$ cat src/rtl/cfgld_pkg.sv
package cfgld_pkg;

  typedef struct packed {
    logic push;
    logic pop;
    logic flush;
  } fifo_cmd_t;

  localparam int unsigned OFS_CTRL  = 32'h0040;
  localparam int unsigned OFS_STAT  = 32'h0044;
  localparam int unsigned OFS_CAP   = 32'h0048;
  localparam int unsigned OFS_FILL  = 32'h004C;
  localparam int unsigned OFS_TOTAL = 32'h0050;
  localparam int unsigned OFS_CUR   = 32'h0054;
  localparam int unsigned OFS_WIN   = 32'h3000;

  localparam int CTRL_EN_BIT    = 0;
  localparam int CTRL_RST_BIT   = 1;
  localparam int CTRL_DMA_BIT   = 2;
  localparam int STAT_FAULT_BIT = 1;
  localparam int STAT_OVF_BIT   = 2;
  localparam int STAT_DONE_BIT  = 18;

endpackage

$ cat src/rtl/cfgld_fifo.sv
module cfgld_fifo
  import cfgld_pkg::*;
#(
  parameter int WIDTH = 32,
  parameter int DEPTH = 16,
  localparam int PTR_W = $clog2(DEPTH),
  localparam int CNT_W = $clog2(DEPTH + 1)
) (
  input  logic             clk,
  input  logic             rstN,
  input  fifo_cmd_t        cmd,
  input  logic [WIDTH-1:0] pushData,
  output logic [WIDTH-1:0] headData,
  output logic [CNT_W-1:0] count,
  output logic             full,
  output logic             empty
);

  logic [WIDTH-1:0] mem [DEPTH];
  logic [PTR_W-1:0] wrPtr, rdPtr;

  wire doPush = cmd.push && !full;
  wire doPop  = cmd.pop && !empty;

  assign full     = (count == CNT_W'(DEPTH));
  assign empty    = (count == '0);
  assign headData = mem[rdPtr];

  always_ff @(posedge clk) begin
    if (doPush && !cmd.flush) mem[wrPtr] <= pushData;
  end

  always_ff @(posedge clk or negedge rstN) begin
    if (!rstN) begin
      wrPtr <= '0;
      rdPtr <= '0;
      count <= '0;
    end else if (cmd.flush) begin
      wrPtr <= '0;
      rdPtr <= '0;
      count <= '0;
    end else begin
      if (doPush) wrPtr <= wrPtr + 1'b1;
      if (doPop)  rdPtr <= rdPtr + 1'b1;
      case ({doPush, doPop})
        2'b10:   count <= count + 1'b1;
        2'b01:   count <= count - 1'b1;
        default: count <= count;
      endcase
    end
  end

  // fill level never exceeds capacity
  a_r3_fill_in_range: assert property (@(posedge clk) disable iff (!rstN)
    count <= CNT_W'(DEPTH));

  // control never pushes into a full FIFO
  a_r4_no_push_when_full: assert property (@(posedge clk) disable iff (!rstN)
    !(cmd.push && full));

endmodule

$ cat src/rtl/cfgld_ctrl.sv
module cfgld_ctrl
  import cfgld_pkg::*;
#(
  parameter int DEPTH  = 16,
  parameter int ADDR_W = 14,
  parameter int DATA_W = 32,
  parameter int BCNT_W = 32,
  localparam int CNT_W = $clog2(DEPTH + 1)
) (
  input  logic              clk,
  input  logic              rstN,
  input  logic [ADDR_W-1:0] busAddr,
  input  logic              busWrite,
  input  logic              busRead,
  input  logic [DATA_W-1:0] busWdata,
  output logic [DATA_W-1:0] busRdata,
  input  logic [CNT_W-1:0]  fifoCount,
  input  logic              fifoFull,
  input  logic              fifoEmpty,
  input  logic [DATA_W-1:0] headData,
  output fifo_cmd_t         fifoCmd,
  output logic [DATA_W-1:0] pushData,
  input  logic              cfgReady,
  input  logic              cfgFault,
  output logic              cfgValid,
  output logic [DATA_W-1:0] cfgWord,
  output logic              cfgRst,
  output logic              dmaReq,
  output logic              irq
);

  localparam logic [BCNT_W-1:0] WORD_BYTES = BCNT_W'(4);
  localparam logic [CNT_W-1:0]  HALF_WORDS = CNT_W'(DEPTH / 2);

  logic ctrlEn, ctrlRst, ctrlDma;
  logic doneFlag, faultFlag, ovfFlag;
  logic [BCNT_W-1:0] totalCount, curCount;

  wire selCtrl  = (busAddr == ADDR_W'(OFS_CTRL));
  wire selTotal = (busAddr == ADDR_W'(OFS_TOTAL));
  wire selWin   = (busAddr == ADDR_W'(OFS_WIN));

  wire wrCtrl     = busWrite && selCtrl;
  wire wrTotal    = busWrite && selTotal;
  wire wrData     = busWrite && selWin;
  wire ctrlOff    = wrCtrl && !busWdata[CTRL_EN_BIT];
  wire enableRise = wrCtrl && busWdata[CTRL_EN_BIT] && !ctrlEn;

  wire loading = ctrlEn && !ctrlRst;
  wire errAny  = faultFlag || ovfFlag;
  wire halted  = doneFlag || errAny;

  wire pushOk  = wrData && loading && !fifoFull;
  wire ovfHit  = wrData && loading && fifoFull;
  wire faultHit = loading && cfgFault;

  assign cfgValid = loading && !fifoEmpty && !halted;
  assign cfgWord  = headData;
  wire pop        = cfgValid && cfgReady;
  wire lastWord   = pop && ((curCount + WORD_BYTES) == totalCount);

  assign fifoCmd.push  = pushOk;
  assign fifoCmd.pop   = pop;
  assign fifoCmd.flush = ctrlOff;
  assign pushData      = busWdata;

  assign cfgRst = ctrlEn && ctrlRst;

  wire [BCNT_W-1:0] fillBytes = BCNT_W'(fifoCount) << 2;
  wire [BCNT_W-1:0] inFlight  = curCount + fillBytes;
  wire [CNT_W-1:0]  freeWords = CNT_W'(DEPTH) - fifoCount;

  assign dmaReq = loading && ctrlDma && !halted &&
                  (freeWords >= HALF_WORDS) && (inFlight < totalCount);

  // control register
  always_ff @(posedge clk or negedge rstN) begin
    if (!rstN) begin
      ctrlEn  <= 1'b0;
      ctrlRst <= 1'b0;
      ctrlDma <= 1'b0;
    end else if (wrCtrl) begin
      ctrlEn  <= busWdata[CTRL_EN_BIT];
      ctrlRst <= busWdata[CTRL_RST_BIT];
      ctrlDma <= busWdata[CTRL_DMA_BIT];
    end
  end

  // total byte count, locked while enabled
  always_ff @(posedge clk or negedge rstN) begin
    if (!rstN)                   totalCount <= '0;
    else if (wrTotal && !ctrlEn) totalCount <= busWdata[BCNT_W-1:0];
  end

  // progress counter and status flags
  always_ff @(posedge clk or negedge rstN) begin
    if (!rstN) begin
      curCount  <= '0;
      doneFlag  <= 1'b0;
      faultFlag <= 1'b0;
      ovfFlag   <= 1'b0;
    end else if (enableRise) begin
      curCount  <= '0;
      doneFlag  <= 1'b0;
      faultFlag <= 1'b0;
      ovfFlag   <= 1'b0;
    end else begin
      if (pop)      curCount  <= curCount + WORD_BYTES;
      if (lastWord) doneFlag  <= 1'b1;
      if (faultHit) faultFlag <= 1'b1;
      if (ovfHit)   ovfFlag   <= 1'b1;
    end
  end

  // interrupt
  always_ff @(posedge clk or negedge rstN) begin
    if (!rstN)                              irq <= 1'b0;
    else if (ctrlOff)                       irq <= 1'b0;
    else if (lastWord || faultHit || ovfHit) irq <= 1'b1;
  end

  // registered read port
  logic [DATA_W-1:0] statWord, rdNext;
  always_comb begin
    statWord = '0;
    statWord[STAT_FAULT_BIT] = faultFlag;
    statWord[STAT_OVF_BIT]   = ovfFlag;
    statWord[STAT_DONE_BIT]  = doneFlag;
  end

  always_comb begin
    rdNext = '0;
    case (busAddr)
      ADDR_W'(OFS_CTRL):  rdNext = DATA_W'({ctrlDma, ctrlRst, ctrlEn});
      ADDR_W'(OFS_STAT):  rdNext = statWord;
      ADDR_W'(OFS_CAP):   rdNext = DATA_W'(DEPTH * 4);
      ADDR_W'(OFS_FILL):  rdNext = DATA_W'(fillBytes);
      ADDR_W'(OFS_TOTAL): rdNext = DATA_W'(totalCount);
      ADDR_W'(OFS_CUR):   rdNext = DATA_W'(curCount);
      default:            rdNext = '0;
    endcase
  end

  always_ff @(posedge clk or negedge rstN) begin
    if (!rstN)        busRdata <= '0;
    else if (busRead) busRdata <= rdNext;
  end

  // total is frozen while enabled
  a_r2_total_locked: assert property (@(posedge clk) disable iff (!rstN)
    (wrTotal && ctrlEn) |=> $stable(totalCount));

  // completion always comes with the interrupt
  a_r6_irq_on_done: assert property (@(posedge clk) disable iff (!rstN)
    $rose(doneFlag) |-> irq);

  // switching off drops the interrupt and empties the FIFO
  a_r8_off_clears: assert property (@(posedge clk) disable iff (!rstN)
    ctrlOff |=> (!irq && fifoEmpty));

  // a burst request implies room for half the FIFO
  a_r9_dma_room: assert property (@(posedge clk) disable iff (!rstN)
    dmaReq |-> (fifoCount <= HALF_WORDS));

  // nothing streams while the target reset is held
  a_r10_rst_blocks: assert property (@(posedge clk) disable iff (!rstN)
    cfgRst |-> !cfgValid);

endmodule

$ cat src/rtl/cfgld_top.sv
module cfgld_top
  import cfgld_pkg::*;
#(
  parameter int DEPTH  = 16,
  parameter int ADDR_W = 14,
  parameter int DATA_W = 32,
  parameter int BCNT_W = 32
) (
  input  logic              clk,
  input  logic              rstN,
  input  logic [ADDR_W-1:0] busAddr,
  input  logic              busWrite,
  input  logic              busRead,
  input  logic [DATA_W-1:0] busWdata,
  output logic [DATA_W-1:0] busRdata,
  output logic [DATA_W-1:0] cfgWord,
  output logic              cfgValid,
  input  logic              cfgReady,
  input  logic              cfgFault,
  output logic              cfgRst,
  output logic              dmaReq,
  output logic              irq
);

  localparam int CNT_W = $clog2(DEPTH + 1);

  fifo_cmd_t         fifoCmd;
  logic [DATA_W-1:0] pushData, headData;
  logic [CNT_W-1:0]  fifoCount;
  logic              fifoFull, fifoEmpty;

  cfgld_ctrl #(
    .DEPTH(DEPTH), .ADDR_W(ADDR_W), .DATA_W(DATA_W), .BCNT_W(BCNT_W)
  ) ctrl_i (
    .clk(clk), .rstN(rstN),
    .busAddr(busAddr), .busWrite(busWrite), .busRead(busRead),
    .busWdata(busWdata), .busRdata(busRdata),
    .fifoCount(fifoCount), .fifoFull(fifoFull), .fifoEmpty(fifoEmpty),
    .headData(headData), .fifoCmd(fifoCmd), .pushData(pushData),
    .cfgReady(cfgReady), .cfgFault(cfgFault), .cfgValid(cfgValid),
    .cfgWord(cfgWord), .cfgRst(cfgRst), .dmaReq(dmaReq), .irq(irq)
  );

  cfgld_fifo #(
    .WIDTH(DATA_W), .DEPTH(DEPTH)
  ) fifo_i (
    .clk(clk), .rstN(rstN), .cmd(fifoCmd), .pushData(pushData),
    .headData(headData), .count(fifoCount), .full(fifoFull), .empty(fifoEmpty)
  );

endmodule

$ cat config.mk
export PLATFORM = sky130hd
export DESIGN_NAME = cfgld_top
export DESIGN_NICKNAME = d
export VERILOG_FILES = /design/src/rtl/cfgld_pkg.sv /design/src/rtl/cfgld_fifo.sv /design/src/rtl/cfgld_ctrl.sv /design/src/rtl/cfgld_top.sv
export SDC_FILE = /design/constraint.sdc
export NUM_CORES = 1
export LEC_CHECK = 0
export ABC_CLOCK_PERIOD_IN_PS = 7800
export BUFFER_PORTS_ARGS = -buffer_cell sky130_fd_sc_hd__clkbuf_2
export CORE_AREA = 2 2 223 225
export CTS_BUF_LIST = sky130_fd_sc_hd__clkbuf_4 sky130_fd_sc_hd__clkbuf_8
export CTS_CLUSTER_DIAMETER = 80
export DETAILED_ROUTE_END_ITERATION = 12
export DIE_AREA = 0 0 225 227
export PLACE_DENSITY = 0.72
export RECOVER_POWER = 100
export SYNTH_ARGS = -nofsm -noshare
export SYNTH_HDL_FRONTEND = slang
export SYNTH_SLANG_ARGS = --single-unit
export TNS_END_PERCENT = 30
$ cat constraint.sdc
create_clock -name clk -period 7.8 [get_ports clk]
set_clock_uncertainty 0.05 [all_clocks]
set_input_delay 0.39 -clock clk [delete_from_list [all_inputs] [get_ports clk]]
set_output_delay 0.39 -clock clk [all_outputs]
set_load 0.05 [all_outputs]
* Word-level counts from Yosys, hierarchy flattened
Memory sizes are Yosys's and may differ from the RTL's. Cells that the tools add are included.
Word-level totals: memories 1, input bits 52, memory bits (writable) 512, output and inout bits 68, register bits after elaboration 116, word-level logic and storage cells 97
Memory list:
- fifo_i.mem | depth 16, bits a word 32, read ports 1, clocked after memory_dff 0, write ports 1, line cfgld_fifo.sv:19 | logic [WIDTH-1:0] mem [DEPTH];
Operators by class: $lt $le $gt $ge 2, equality and inequality tests 11, reduce and logical (&&, ||, !) cells 44, mux-type cells 19, $add $sub $neg 7
Operators by type and width (number):
- $pmux W32 S6 | 1
- $eq A14 B7 Y1 const B | 6
- $mux W32 | 2
- $add A32 B3 Y32 const B | 1
- $add A32 B7 Y32 | 1
- $eq A32 B32 Y1 | 1
- $lt A32 B32 Y1 | 1
- $logic_and A1 B1 Y1 | 24
- $mux W4 | 4
- $eq A14 B14 Y1 const B | 1
- $reduce_bool A2 Y1 | 7
- $mux W1 | 10
- $pmux W5 S2 | 1
- $add A4 B1 Y4 const B | 2
- $logic_not A1 Y1 | 7
- $add A5 B1 Y5 const B | 1
- $eq A5 B5 Y1 const B | 1
- $ge A5 B4 Y1 const B | 1
- $logic_not A5 Y1 | 1
- $mux W5 | 1
- $sub A5 B1 Y5 const B | 1
- $sub A5 B5 Y5 const A | 1
- $logic_or A1 B1 Y1 | 4
- $reduce_bool A3 Y1 | 1
- other kinds (2) | 2

* Logic depth before layout (Yosys ltp)
depth in word-level cells 10, depth in mapped cells 17, depth with buffers taken out 17

* Modules after synthesis
A second synthesis with hierarchy kept.
Unflattened totals: cells, all modules 1668, area, all modules 27821.7 µm²
By module, submodules not included:
- cfgld_fifo | instances 1, cells an instance 829, seq. area each 15700.1 µm², area each 20204.4 µm²
- cfgld_ctrl | instances 1, cells an instance 839, seq. area each 2527.4 µm², area each 7617.3 µm²

* Worst setup path after synthesis
Ideal clock, no wire load.
kind register to output, from register ctrl_i.curCount[2], to output dmaReq, stages on the path, launching flop included 18, slack 1803 ps, data required time 7360 ps, data arrival time 5557 ps, path buffers 0, cell sequence dfrtp_1 ha_1 fa_1 a21o_1 a21oi_1 nor2b_1 o21ai_0 nor3_1 nand2_1 xnor2_1 ha_1 a21o_1 a21o_1 a21oi_1 o21ai_0 nand3_1 nand2_1 a2111oi_0
On the way: cells in the longest elaborated chain, start to end 3
RTL lines:
- start: declaration | line cfgld_ctrl.sv:37 | logic [BCNT_W-1:0] totalCount, curCount;
- start signal: assignment | line cfgld_ctrl.sv:108 | if (pop) curCount <= curCount + WORD_BYTES;
- $add A32 B7 Y32 | line cfgld_ctrl.sv:70 | wire [BCNT_W-1:0] inFlight = curCount + fillBytes;
- $lt A32 B32 Y1 | line cfgld_ctrl.sv:74 | (freeWords >= HALF_WORDS) && (inFlight < totalCount);
- $logic_and A1 B1 Y1 | line cfgld_ctrl.sv:74
- end: declaration | line cfgld_top.sv:21 | output logic dmaReq,
No other way between the ends.

* Worst setup path in the final report
from register fifo_i.rdPtr[1], to output cfgWord[12]
On the way: cells in the longest elaborated chain, start to end 1
RTL lines:
- start: declaration | line cfgld_fifo.sv:20 | logic [PTR_W-1:0] wrPtr, rdPtr;
- start signal: assignment | line cfgld_fifo.sv:44 | if (doPop) rdPtr <= rdPtr + 1'b1;
- $mem_v2 Z16 W32
- end: declaration | line cfgld_top.sv:16 | output logic [DATA_W-1:0] cfgWord,
No other way between the ends.

==> impl_metrics.ini <==
[run]
cap_violations = 27

[finish]
final_util_pct = 60.9
drive_gt1_share_pct = 19.9
stdcell_area_um2 = 29600
n_antenna_cell = 0
areaGrowthSynthToFinish_pct = 11.1
nNetsFinal = 1827

[clock_tree]
ctsResizeCount = 0
clk_path_buf_depth = 3
cts_tree = built
clockRootBuffer = clkbuf_8
clk_latency_ps = 670
cts_sinks = 626
post_cts_buffers = 0
cts_hold_buf = 2
numCtsBuffers = 96
cts.clk_slew.worst_paths_ps = 60
htree_num_levels = 3

[worst_setup_path]
cp.arrival_ps = 5960
crit_required_ps = 7360
path_max_fanout = 79
start_kind = register
crit_type = register to output port
crit_path_end_kind = output port

[yosys]
ys_ff_latch = 626
async_flop_share_pct = 18.2
syn_area_um2 = 26600
synth-edff-count = 512
seq_area_frac_synth_pct = 68.5
syn-num-nets = 1676
synth_cells = 1576
ys_types = 58
synth_ff_type = edfxtp_1
yosysWarnings = 0
postSynthAreaPerCell_um2 = 16.9

[power_and_ir_drop]
ir_drop_v = 0.000110
powerDensity_nw_per_um2 = 219
report.power.total_w = 0.00647
p_leak_nw = 9.99

[global_route]
grt_pass1_wl_um = 91500
grt_usage_pct = 24.2
grt_max_degree = 85
grt_pass1_vias = 15300
antenna_found_initial = 1
overflow = 0

[routing]
vias = 14800
drt_iter0_drc = 1360
avgRoutedWirePerCell_um = 24.8
vias_per_cell = 6.07
firstDrtPassIters = 5
postRouteAntennaNets = 0
drc = 0
wl_um = 60200

[timing]
fin_tns_setup_ps = 0
maxSlewViolCount = 889
rsz0062_at_grt = false
fmaxAchievable_mhz = 156
post-route-period-util_pct = 82.0
worstMarginPinSlew_ps = 3460
min_period_ps = 6400
maxSlewHeadroom_pct = -131
hold_viol_final = 0
finalSetupViolCount = 0

[die]
initial_core_util_pct = 54.8
num_rows = 81
die_area_um2 = 51100
die_h_um = 227
core_um2 = 48500
ios = 120
die_w_um = 225

[place]
dpl_cell_area_um2 = 27900
gp_routability_congestion = 0.897
io_buffer_count = 119
dp_hpwl_um = 35000

[status]
status = finished, violations left
violations = max-capacitance violations, max-slew violations

[hold_path]
hp-class = input port to register
worst paths after layout:
kind | startpoint | endpoint | slack, ps | cells after the start
max | fifo_i.rdPtr[1] | cfgWord[12] | 1400 | 4
max in group asynchronous | rstN | fifo_i.wrPtr[0] | 2250 | 3
min | busWrite | ctrl_i.ctrlEn | 160 | 3
max reg2reg | ctrl_i.ctrlRst | fifo_i.mem[2][24] | 2230 | 5
min reg2reg | ctrl_i.ovfFlag | ctrl_i.ovfFlag | 480 | 2
min in group asynchronous | rstN | ctrl_i.busRdata[22] | 1080 | 2
flip-flops by register name, summed over array words and instances (netlist names), 4 cells and up:
name and cells:
ctrl_i.curCount 30, fifo_i.rdPtr 4, fifo_i.mem 512, ctrl_i.busRdata 32
fifo_i.count 5, fifo_i.wrPtr 4, ctrl_i.totalCount 32
area by class of cell:
| class | instances | area (µm²) |
|---|---|---|
| fillers | 3564 | 19000 |
| clock buffers | 135 | 1650 |
| repair buffers | 146 | 611 |
| flip-flops and latches | 626 | 18200 |
| well taps | 622 | 778 |
| clock inverters | 43 | 297 |
| inverters | 54 | 203 |
| multi-input cells | 803 | 7790 |
Yosys cell counts (4+ instances only):
cell type | number | area (µm²)
a211oi_1 | 4 | 30.0
a21o_1 | 10 | 75.1
a21oi_1 | 46 | 230
a222oi_1 | 5 | 50.1
a22oi_1 | 25 | 188
and2_1 | 8 | 50.1
and3_1 | 4 | 25.0
buf_1 | 14 | 52.6
buf_2 | 8 | 40.0
clkbuf_1 | 67 | 251
dfrtp_1 | 114 | 2850
edfxtp_1 | 512 | 15400
ha_1 | 46 | 576
inv_1 | 54 | 203
mux2_2 | 5 | 56.3
mux2i_1 | 7 | 70.1
mux4_2 | 160 | 3600
nand2_1 | 86 | 323
nand2b_1 | 6 | 37.5
nand3_1 | 22 | 110
nand4_1 | 15 | 93.8
nor2_1 | 110 | 413
nor2b_1 | 5 | 31.3
nor3_1 | 19 | 95.1
nor3b_1 | 4 | 30.0
nor4_1 | 15 | 93.8
o21ai_0 | 40 | 200
o22ai_1 | 9 | 56.3
or4_1 | 4 | 30.0
xnor2_1 | 64 | 561
xor2_1 | 46 | 403
through the flow:
stage | instances | worst slack, ps | hold slack, ps
2_1_floorplan | 1576 | 1800 | 44.4
3_3_place_gp | 2249 | 2780 | 403
3_5_place_dp | 2249 | 2770 | 401
4_1_cts | 2429 | 2040 | 43.0
5_1_grt | 2429 | 1120 | 179
6_report | 2429 | 1400 | 163
critical path: stages, from the launching register on:
cell	delay, ps
dfrtp_1	1970
clkbuf_2	1820
mux4_2	460
mux4_2	550
clkbuf_1	320
cell families (layout without fill, tap and decap cells):
family / count (synthesis) / after routing / synth area share [%]
flip-flops: 626 / 626 / 68.5
AND/OR/NAND/NOR: 313 / 313 / 5.59
multiplexers: 172 / 172 / 14.0
AO/OA/AOI/OAI: 160 / 160 / 3.76
buffers and inverters: 147 / 378 / 2.20
XOR/XNOR: 110 / 110 / 3.62
adder cells (fa/ha/maj): 48 / 48 / 2.31
per-layer routing:
| layer | vias to the layer above | wire [µm] | track usage [%] |
|---|---|---|---|
| met2 | 616 | 29600 | 39.5 |
| li1 | 6433 | - | - |
| met3 | 78 | 4740 | 4.09 |
| met4 | 0 | 1080 | 7.61 |
| met1 | 7628 | 24800 | 34.0 |
| met5 | - | 0 | 0 |
where the power goes:
group	internal, W	total (W)	switching (W)
clock network	0.00147	0.00272	0.00124
registers	0.00363	0.00363	0.00000537
logic	0.0000168	0.000116	0.0000993
total	0.00512	0.00647	0.00135
layout by cell type (no fill, tap or decap), types with 6 or more instances in the layout:
| cell | n |
|---|---|
| clkbuf_8 | 102 |
| ha_1 | 46 |
| clkbuf_4 | 33 |
| a22oi_1 | 25 |
| nand3_1 | 22 |
| mux4_2 | 160 |
| o21ai_0 | 40 |
| mux2i_1 | 7 |
| xor2_1 | 46 |
| clkinv_1 | 20 |
| dfrtp_1 | 111 |
| edfxtp_1 | 512 |
| o22ai_1 | 9 |
| inv_1 | 54 |
| nand2b_1 | 6 |
| a21o_1 | 10 |
| clkinv_2 | 13 |
| nor2_1 | 109 |
| nor4_1 | 15 |
| clkbuf_1 | 120 |
| nand4_1 | 15 |
| nor3_1 | 19 |
| xnor2_1 | 64 |
| a21oi_1 | 46 |
| nand2_1 | 86 |
| clkbuf_2 | 21 |
(Power assumes the default switching activity.)
